[src/rtl/ppm_pkg.sv]
package ppm_pkg;

  localparam int SYM_CHIPS      = 8;
  localparam int END_CHIPS      = 4;
  localparam int PAIR_BITS      = 2;
  localparam int BYTE_BITS      = 8;
  localparam int PAIRS_PER_BYTE = BYTE_BITS / PAIR_BITS;
  localparam int POSITIONS      = 1 << PAIR_BITS;

  localparam logic [SYM_CHIPS-1:0] START_PAT = 8'b0111_1011;
  localparam logic [END_CHIPS-1:0] END_PAT   = 4'b1101;

  typedef enum logic [0:0] {ST_HUNT = 1'b0, ST_DATA = 1'b1} dec_state_e;

  typedef struct packed {
    logic                 ok;
    logic [PAIR_BITS-1:0] pair;
  } sym_dec_t;

  // Chip 0 of a slot is the MSB of the vector. The unmodulated chip of
  // position p sits at chip index 2p+1. The pair is {p[0], p[1]} as {hi, lo}.
  function automatic sym_dec_t decode_sym(input logic [SYM_CHIPS-1:0] s);
    sym_dec_t r;
    r.ok   = 1'b0;
    r.pair = '0;
    for (int p = 0; p < POSITIONS; p++) begin
      logic [SYM_CHIPS-1:0] ref_sym;
      ref_sym = '1;
      ref_sym[SYM_CHIPS-2-2*p] = 1'b0;
      if (s == ref_sym) begin
        r.ok      = 1'b1;
        r.pair[1] = p[0];
        r.pair[0] = p[1];
      end
    end
    return r;
  endfunction

endpackage

[src/rtl/ppm_start_hunter.sv]
module ppm_start_hunter
  import ppm_pkg::*;
#(
  parameter int                  WIN     = SYM_CHIPS,
  parameter logic [WIN-1:0]      PATTERN = START_PAT
) (
  input  logic clk,
  input  logic rst_n,
  input  logic shift_en,
  input  logic chip,
  input  logic clear,
  output logic hit
);

  logic [WIN-1:0] win_q, win_d, win_shift;

  assign win_shift = {win_q[WIN-2:0], chip};

  always_comb begin
    win_d = win_q;
    if (clear)         win_d = '1;
    else if (shift_en) win_d = win_shift;
  end

  always_ff @(posedge clk or negedge rst_n) begin
    if (!rst_n) win_q <= '1;
    else        win_q <= win_d;
  end

  assign hit = shift_en && !clear && (win_shift == PATTERN);

endmodule

[src/rtl/ppm_slot_slicer.sv]
module ppm_slot_slicer
  import ppm_pkg::*;
#(
  parameter int                   N_CHIPS = SYM_CHIPS,
  parameter int                   N_END   = END_CHIPS,
  parameter logic [N_END-1:0]     END_SEQ = END_PAT
) (
  input  logic               clk,
  input  logic               rst_n,
  input  logic               chip_en,
  input  logic               chip,
  input  logic               restart,
  output logic               end_seen,
  output logic               full_seen,
  output logic [N_CHIPS-1:0] full_sym
);

  localparam int CW = $clog2(N_CHIPS);
  localparam logic [CW-1:0] LAST_IDX = CW'(N_CHIPS - 1);
  localparam logic [CW-1:0] END_IDX  = CW'(N_END - 1);

  logic [N_CHIPS-1:0] sym_q, sym_d;
  logic [CW-1:0]      cnt_q, cnt_d;

  assign full_sym  = {sym_q[N_CHIPS-2:0], chip};
  assign end_seen  = chip_en && (cnt_q == END_IDX) &&
                     (full_sym[N_END-1:0] == END_SEQ);
  assign full_seen = chip_en && (cnt_q == LAST_IDX);

  always_comb begin
    sym_d = sym_q;
    cnt_d = cnt_q;
    if (restart) begin
      sym_d = '1;
      cnt_d = '0;
    end else if (chip_en) begin
      sym_d = full_sym;
      cnt_d = (cnt_q == LAST_IDX || end_seen) ? '0 : cnt_q + 1'b1;
    end
  end

  always_ff @(posedge clk or negedge rst_n) begin
    if (!rst_n) begin
      sym_q <= '1;
      cnt_q <= '0;
    end else begin
      sym_q <= sym_d;
      cnt_q <= cnt_d;
    end
  end

endmodule

[src/rtl/ppm_pair_packer.sv]
module ppm_pair_packer
  import ppm_pkg::*;
#(
  parameter int PW    = PAIR_BITS,
  parameter int BW    = BYTE_BITS,
  localparam int NP   = BW / PW
) (
  input  logic          clk,
  input  logic          rst_n,
  input  logic          clear,
  input  logic          pair_en,
  input  logic [PW-1:0] pair,
  output logic          pending,
  output logic          byte_done,
  output logic [BW-1:0] byte_next
);

  localparam int CW = (NP > 1) ? $clog2(NP) : 1;
  localparam logic [CW-1:0] LAST_PAIR = CW'(NP - 1);

  logic [BW-1:0] acc_q, acc_d;
  logic [CW-1:0] cnt_q, cnt_d;

  assign byte_next = {pair, acc_q[BW-1:PW]};
  assign byte_done = pair_en && !clear && (cnt_q == LAST_PAIR);
  assign pending   = (cnt_q != '0);

  always_comb begin
    acc_d = acc_q;
    cnt_d = cnt_q;
    if (clear) begin
      acc_d = '0;
      cnt_d = '0;
    end else if (pair_en) begin
      acc_d = byte_next;
      cnt_d = (cnt_q == LAST_PAIR) ? '0 : cnt_q + 1'b1;
    end
  end

  always_ff @(posedge clk or negedge rst_n) begin
    if (!rst_n) begin
      acc_q <= '0;
      cnt_q <= '0;
    end else begin
      acc_q <= acc_d;
      cnt_q <= cnt_d;
    end
  end

endmodule

[src/rtl/ppm_frame_decoder.sv]
module ppm_frame_decoder
  import ppm_pkg::*;
(
  input  logic                 clk,
  input  logic                 rst_n,
  input  logic                 chip_valid,
  input  logic                 chip_in,
  output logic                 byte_valid,
  output logic [BYTE_BITS-1:0] byte_data,
  output logic                 frame_done,
  output logic                 frame_err
);

  dec_state_e state_q, state_d;

  logic hunt_shift, hunt_clear, start_hit;
  logic slot_en, slot_restart, end_seen, full_seen;
  logic [SYM_CHIPS-1:0] full_sym;
  sym_dec_t dec;
  logic pack_clear, pair_en, pending, byte_done;
  logic [BYTE_BITS-1:0] byte_next;

  logic                 bv_d, done_d, err_d;
  logic [BYTE_BITS-1:0] bd_d;

  assign hunt_shift = (state_q == ST_HUNT) && chip_valid;
  assign slot_en    = (state_q == ST_DATA) && chip_valid;
  assign dec        = decode_sym(full_sym);

  ppm_start_hunter u_hunter (
    .clk      (clk),
    .rst_n    (rst_n),
    .shift_en (hunt_shift),
    .chip     (chip_in),
    .clear    (hunt_clear),
    .hit      (start_hit)
  );

  ppm_slot_slicer u_slicer (
    .clk       (clk),
    .rst_n     (rst_n),
    .chip_en   (slot_en),
    .chip      (chip_in),
    .restart   (slot_restart),
    .end_seen  (end_seen),
    .full_seen (full_seen),
    .full_sym  (full_sym)
  );

  ppm_pair_packer u_packer (
    .clk       (clk),
    .rst_n     (rst_n),
    .clear     (pack_clear),
    .pair_en   (pair_en),
    .pair      (dec.pair),
    .pending   (pending),
    .byte_done (byte_done),
    .byte_next (byte_next)
  );

  always_comb begin
    state_d      = state_q;
    hunt_clear   = 1'b0;
    slot_restart = 1'b0;
    pack_clear   = 1'b0;
    pair_en      = 1'b0;
    bv_d         = 1'b0;
    done_d       = 1'b0;
    err_d        = 1'b0;
    bd_d         = byte_data;
    unique case (state_q)
      ST_HUNT: begin
        if (start_hit) begin
          state_d      = ST_DATA;
          slot_restart = 1'b1;
          pack_clear   = 1'b1;
        end
      end
      ST_DATA: begin
        if (end_seen) begin
          state_d      = ST_HUNT;
          hunt_clear   = 1'b1;
          slot_restart = 1'b1;
          pack_clear   = 1'b1;
          done_d       = !pending;
          err_d        = pending;
        end else if (full_seen) begin
          if (dec.ok) begin
            pair_en = 1'b1;
            if (byte_done) begin
              bv_d = 1'b1;
              bd_d = byte_next;
            end
          end else begin
            state_d      = ST_HUNT;
            hunt_clear   = 1'b1;
            slot_restart = 1'b1;
            pack_clear   = 1'b1;
            err_d        = 1'b1;
          end
        end
      end
      default: state_d = ST_HUNT;
    endcase
  end

  always_ff @(posedge clk or negedge rst_n) begin
    if (!rst_n) begin
      state_q    <= ST_HUNT;
      byte_valid <= 1'b0;
      byte_data  <= '0;
      frame_done <= 1'b0;
      frame_err  <= 1'b0;
    end else begin
      state_q    <= state_d;
      byte_valid <= bv_d;
      byte_data  <= bd_d;
      frame_done <= done_d;
      frame_err  <= err_d;
    end
  end

endmodule

[config.mk]
export PLATFORM = sky130hd
export DESIGN_NAME = ppm_frame_decoder
export DESIGN_NICKNAME = d
export VERILOG_FILES = /design/src/rtl/ppm_pkg.sv /design/src/rtl/ppm_start_hunter.sv /design/src/rtl/ppm_slot_slicer.sv /design/src/rtl/ppm_pair_packer.sv /design/src/rtl/ppm_frame_decoder.sv
export SDC_FILE = /design/constraint.sdc
export NUM_CORES = 1
export LEC_CHECK = 0
export BUFFER_PORTS_ARGS = -buffer_cell sky130_fd_sc_hd__buf_2
export CAP_MARGIN = 10
export CORE_MARGIN = 1
export CORE_UTILIZATION = 40
export DETAILED_ROUTE_END_ITERATION = 10
export HOLD_SLACK_MARGIN = 0.03
export PLACE_DENSITY = 0.68
export SETUP_SLACK_MARGIN = 0.15
export SYNTH_ARGS = -nofsm -noshare
export SYNTH_HDL_FRONTEND = slang
export SYNTH_SLANG_ARGS = --single-unit
[constraint.sdc]
create_clock -name clk -period 3.6 [get_ports clk]
set_input_delay 0.36 -clock clk [delete_from_list [all_inputs] [get_ports clk]]
set_output_delay 0.36 -clock clk [all_outputs]
set_load 0.005 [all_outputs]
## Yosys cells after proc, flatten, opt, wreduce, memory -nomap -nowiden

Index checks and enable logic that the tools add are counted.

- Output and inout bits: 11
- Logic and storage cells: 79
- Register bits after elaboration: 39

- Reduce and logical (&&, ||, !) cells: 18
- Equal/unequal tests: 9
- $add $sub $neg: 2
- Mux-type cells: 38
- Bitwise gates (word level): 2

Operator list:

| operator | number |
|---|---|
| 8-bit equality test, second input constant | 4 |
| 7-bit two-way mux | 4 |
| 3-bit two-way mux | 7 |
| 1-bit two-way mux | 20 |
| 8-bit two-way mux | 2 |
| 1-bit logical AND | 9 |
| 8-bit by 7-bit equality test with 1-bit output, second input constant | 1 |
| 2-bit nonzero test | 4 |
| 2-bit two-way mux | 3 |
| 5-bit AND reduction | 1 |
| 4-bit equality test, second input constant | 1 |
| 1-bit one-hot mux with 2 select lines | 2 |
| 3-bit by 1-bit adder with 3-bit output, second input constant | 1 |
| 3-bit by 2-bit equality test with 1-bit output, second input constant | 1 |
| 3-bit equality test, second input constant | 1 |
| 1-bit zero test | 3 |
| 2-bit by 1-bit adder with 2-bit output, second input constant | 1 |
| 2-bit equality test, second input constant | 1 |
| 1-bit NOT | 2 |
| 1-bit logical OR | 1 |

## Logic depth before layout (Yosys ltp)

- Word-level depth: 22
- Mapped depth: 6
- Depth with buffers taken out: 6

## Hierarchy

Synthesis repeated with hierarchy kept, for this count alone.

- Cells, all modules: 157
- Area total of the unflattened synthesis: 1873.0 um^2

By module, submodules not included:

| module | instances | cells an instance | area an instance (um^2) |
|---|---|---|---|
| ppm_frame_decoder | 1 | 52 | 603.1 |
| ppm_slot_slicer | 1 | 43 | 536.8 |
| ppm_pair_packer | 1 | 35 | 391.6 |
| ppm_start_hunter | 1 | 27 | 341.6 |

## Worst setup path after synthesis

No wires, ideal clock.

- Path type: flip-flop to flip-flop
- Start point: register u_slicer.sym_q[3]
- End point: register byte_data[0]
- Clock period less this slack: 1.835 ns
- Required time: 3.475 ns
- Slack: 1.765 ns
- Stages on the path, launching flop included: 5
- Arrival time: 1.711 ns
- Path through: dfstp_2 xor2_1 a2bb2oi_2 nor4b_4 mux2_2

- Longest elaborated chain between the ends: 18
- Elaborated cells between the ends (all ways): 25
- Classes of those cells: 4 x eq/ne; 14 x mux; 7 x reduce/logical

RTL lines:

| item | line | source |
|---|---|---|
| start: declaration | ppm_slot_slicer.sv:22 | `logic [N_CHIPS-1:0] sym_q, sym_d;` |
| start signal: assignment | ppm_slot_slicer.sv:47 | `sym_q <= sym_d;` |
| 8-bit equality test | ppm_pkg.sv:30 | `if (s == ref_sym) begin` |
| 3-bit two-way mux (3 in series) | ppm_pkg.sv:30 |  |
| 3-bit two-way mux * | ppm_pkg.sv:30 |  |
| 1-bit two-way mux | ppm_frame_decoder.sv:88 | `if (dec.ok) begin` |
| 1-bit two-way mux | ppm_frame_decoder.sv:87 | `end else if (full_seen) begin` |
| 1-bit two-way mux | ppm_frame_decoder.sv:80 | `if (end_seen) begin` |
| 1-bit two-way mux | ppm_frame_decoder.sv:71 | `unique case (state_q)` |
| 1-bit zero test | ppm_start_hunter.sv:30 | `assign hit = shift_en && !clear && (win_shift == PATTERN);` |
| 1-bit logical AND (2 in series) | ppm_start_hunter.sv:30 |  |
| 1-bit two-way mux | ppm_frame_decoder.sv:73 | `if (start_hit) begin` |
| 1-bit one-hot mux with 2 select lines | ppm_frame_decoder.sv:71 |  |
| 1-bit zero test | ppm_pair_packer.sv:25 | `assign byte_done = pair_en && !clear && (cnt_q == LAST_PAIR);` |
| 1-bit logical AND (2 in series) | ppm_pair_packer.sv:25 |  |
| 5-bit AND reduction (no line) * | n/a |  |
| end signal: assignment | ppm_frame_decoder.sv:111 | `byte_data <= '0;` |
| end signal: assignment | ppm_frame_decoder.sv:117 | `byte_data <= bd_d;` |
| end: declaration | ppm_frame_decoder.sv:9 | `output logic [BYTE_BITS-1:0] byte_data,` |

Every way passes the cells marked *; elsewhere a longest branch is shown, timed or not.
A chain may end at the register's enable or synchronous reset.

## Final worst setup path

- Start point: register state_q
- End point: register u_packer.acc_q[3]

- Longest elaborated chain between the ends: 11
- Elaborated cells between the ends (all ways): 19
- Classes of those cells: 9 x mux; 1 x bitwise; 9 x reduce/logical

RTL lines:

| item | line | source |
|---|---|---|
| start: declaration | ppm_frame_decoder.sv:14 | `dec_state_e state_q, state_d;` |
| start signal: assignment | ppm_frame_decoder.sv:115 | `state_q <= state_d;` |
| 1-bit logical AND | ppm_frame_decoder.sv:27 | `assign slot_en = (state_q == ST_DATA) && chip_valid;` |
| 1-bit logical AND (on tied branches) | ppm_slot_slicer.sv:28, ppm_slot_slicer.sv:26 |  |
| 1-bit two-way mux / 1-bit logical AND (equally long branches) | ppm_frame_decoder.sv:87, ppm_slot_slicer.sv:26 |  |
| 1-bit two-way mux | ppm_frame_decoder.sv:80 |  |
| 1-bit two-way mux | ppm_frame_decoder.sv:71 |  |
| 1-bit zero test | ppm_start_hunter.sv:30 |  |
| 1-bit logical AND (2 in series) | ppm_start_hunter.sv:30 |  |
| 1-bit two-way mux | ppm_frame_decoder.sv:73 |  |
| 1-bit one-hot mux with 2 select lines | ppm_frame_decoder.sv:71 |  |
| 8-bit two-way mux / 2-bit nonzero test (equally long branches) | n/a |  |
| end signal: assignment | ppm_pair_packer.sv:42 | `acc_q <= '0;` |
| end signal: assignment | ppm_pair_packer.sv:45 | `acc_q <= acc_d;` |
| end: declaration | ppm_pair_packer.sv:21 | `logic [BW-1:0] acc_q, acc_d;` |

Parallel ways exist; a longest one is shown, timed or not.

==> impl_metrics.toml <==
[die]
number_of_placed_i_o_pins = 15
floorplan.die_area_um2 = 4470
dieWidth_um = 66.9
floorplan.initialDensity_pct = 41.8
die_height_um = 66.9
num_rows = 23
core_area_um2 = 4030

[finish]
num-nets-final = 161
post_route_cells_drive_above_1_share_pct = 32.0
area.growth.synth_to_final_pct = 14.3
layout_commonest_cell = "sky130_fd_sc_hd__dfrtp_1"
fin_util_pct = 47.8
mostFrequentLayoutCells = "sky130_fd_sc_hd__dfrtp_1 (23), sky130_fd_sc_hd__mux2i_1 (15), sky130_fd_sc_hd__nand3_1 (15)"
antenna_cells_inserted = 0
postLayoutCellArea_um2 = 1920

[worst_setup_path]
ff2ff_path_depth = 4
criticalPathCategory = "reg2reg"
nature_of_the_critical_path_startpoint = "register"
critPathCaptureType = "register"
timing.critical_path.arrival_ps = 2500
cell_by_cell_trace_of_the_critical_path = "nand2_1 -> nor4_1 -> nor3_1 -> a22o_1"
critPathMaxStageDelay_ps = 820
cp_data_required_time_ps = 3780
cp_slowest_cell = "sky130_fd_sc_hd__nor4_1"
crit_path_max_fanout = 15

[clock_tree]
clock-root-buffer = "sky130_fd_sc_hd__clkbuf_8"
clk_path_buf_depth = 2
tritoncts = "yes"
clock_latency_ps = 280
cts-hold-fix-buffers = 0
worst_setup_hold_path_clk_slew_ps = 70
cts.sinks = 37
cts_made_buffers = 5
cts_resized = 0
postCtsSetupRepairBufs = 0
htree_levels = 2

[grt]
overflow = 0
grt_start_max_net_pins = 38
grt.total_usage_pct = 15.7
grt_antenna_before_repair = 0
grt_first_pass_wirelength_um = 5090
first_global_vias = 1112

[detailed_routing]
met2_wirelength_um = 1610
routedWlPerCell_um = 14.8
via_count = 1120
route.top_layer_used = "met4"
wl_met3_um = 99
routedLengthMet1_um = 1240
finalWirelength_um = 3000
drtAntennaViolNets = 0
first_pass_iters = 5
route.detailed.vias_per_inst = 5.52
detail_route.drc_violations = 0
drt-initial-drc-count = 44

[synthesis]
post_synth_num_cell_types = 31
syn_area_cell_um2 = 12.4
seq_area_frac_synth_pct = 56.1
synthesis.nets = 145
ys.warnings.count = 0
synth.ff_latch_count = 37
syn_area_um2 = 1680
synthesis.instances = 136

[place]
placement.io_buffers = 14
place.detailed.hpwl_um = 2050
gp_congestion = 0.818
placed_area_um2 = 1790

[hold_path]
min_path_type = "in2async"

[timing]
finalWorstPathRequiredPeriod_ps = 2320
fin_worst_skew_ps = 2.10
finalSetupViolCount = 0
final_max_slew_viol_count = 0
report.final.hold_viol_count = 0
grt_setup_unrepaired = "false"
worst_hold_margin_ps = 150
fin_setup_tns_ps = 0
fmax_mhz = 431
slew-limit-headroom_pct = 26.8
worst_slew_pin_slew_ps = 1090
period_share_pct = 64.5

[pwr]
cellPowerDensity_nw_per_um2 = 648
fin_total_pwr_mw = 1.25
vdd_ir_drop_max_uv = 302
p_leak_nw = 0.983

[job]
drv.max_cap_violation_count = 0

[status]
run_status = "complete, no violations"
## worst paths after layout
path	start	endpoint	slack [ps]
hold reg to reg	byte_data[1]	byte_data[1]	510
setup / recovery	state_q	u_packer.acc_q[3]	1280
min in group clk	chip_in	u_slicer.sym_q[0]	460
max in group asynchronous	rst_n	state_q	2960
hold / removal	rst_n	byte_data[0]	150
setup reg to reg	state_q	u_packer.acc_q[3]	1280
## worst max-delay path, delay by kind of cell, from the launching register on
family,cells,cell delay [ps]
simple gates,3,1500
flops,1,390
compound gates,1,310
## per-layer routing
metal  global-route usage [%]  vias to the layer above
li1                         -                      523
met1                     18.1                      576
met2                     26.0                       17
met3                     5.14                        4
met4                     7.18                        0
met5                        0                        -
## per-stage QoR
step | cells | setup slack (ps)
floorplan | 136 | 1760
global placement | 195 | 1430
detailed placement | 195 | 1220
CTS | 203 | 1270
global route | 203 | 1040
finish | 203 | 1280
## layout make-up
type / instances / area (um2)
fill: 368 / 2100
clock inverter: 3 / 65.1
timing repair buffer: 14 / 70.1
sequential: 37 / 943
clock buffer: 5 / 68.8
multi-input combinational: 91 / 703
inverter: 3 / 11.3
tap: 50 / 62.6
## power by group
group          switching [mW]  internal, mW
sequential             0.0751         0.547
clock                   0.142         0.275
combinational          0.0963         0.112
## cells by family after synthesis
kind of cell / count (synthesis) / synth area share, %
adder cells (fa/ha/maj): 5 / 3.72
buffers and inverters: 8 / 2.16
XOR/XNOR: 3 / 1.56
AND/OR/NAND/NOR: 46 / 15.5
AO/OA/AOI/OAI: 14 / 6.77
multiplexers: 23 / 14.3
flip-flops: 37 / 56.1
## state kept, by name, indices dropped and copies added, names as in the netlist
signal	count
u_hunter.win_q	7
byte_data	8
byte_valid	1
state_q	1
u_packer.cnt_q	2
frame_err	1
u_packer.acc_q	6
u_slicer.cnt_q	3
u_slicer.sym_q	7
frame_done	1
## cells in the mapped netlist
cell	n	area, um2
sky130_fd_sc_hd__dfrtp_1	23	576
sky130_fd_sc_hd__mux2i_1	15	150
sky130_fd_sc_hd__nand3_1	15	75.1
sky130_fd_sc_hd__dfstp_2	14	368
sky130_fd_sc_hd__nand2_1	9	33.8
sky130_fd_sc_hd__a22o_1	8	70.1
sky130_fd_sc_hd__mux2_2	8	90.1
sky130_fd_sc_hd__nor3_1	7	35.0
sky130_fd_sc_hd__ha_1	5	62.6
sky130_fd_sc_hd__a21oi_1	3	15.0
sky130_fd_sc_hd__inv_1	3	11.3
sky130_fd_sc_hd__nor2_1	3	11.3
sky130_fd_sc_hd__buf_2	2	10.0
sky130_fd_sc_hd__nand4b_1	2	17.5
sky130_fd_sc_hd__or4_1	2	15.0
sky130_fd_sc_hd__xnor2_1	2	17.5
sky130_fd_sc_hd__a2bb2oi_2	1	15.0
sky130_fd_sc_hd__a31o_2	1	8.76
sky130_fd_sc_hd__and2_1	1	6.26
sky130_fd_sc_hd__and2_2	1	7.51
sky130_fd_sc_hd__and3_1	1	6.26
sky130_fd_sc_hd__buf_1	1	3.75
sky130_fd_sc_hd__buf_4	1	7.51
sky130_fd_sc_hd__clkbuf_1	1	3.75
sky130_fd_sc_hd__nand2b_1	1	6.26
sky130_fd_sc_hd__nand4_1	1	6.26
sky130_fd_sc_hd__nor4_1	1	6.26
sky130_fd_sc_hd__nor4b_4	1	23.8
sky130_fd_sc_hd__o21ai_1	1	5.00
sky130_fd_sc_hd__or4b_2	1	10.0
sky130_fd_sc_hd__xor2_1	1	8.76
Note: power is estimated with default switching activity, not from simulation.
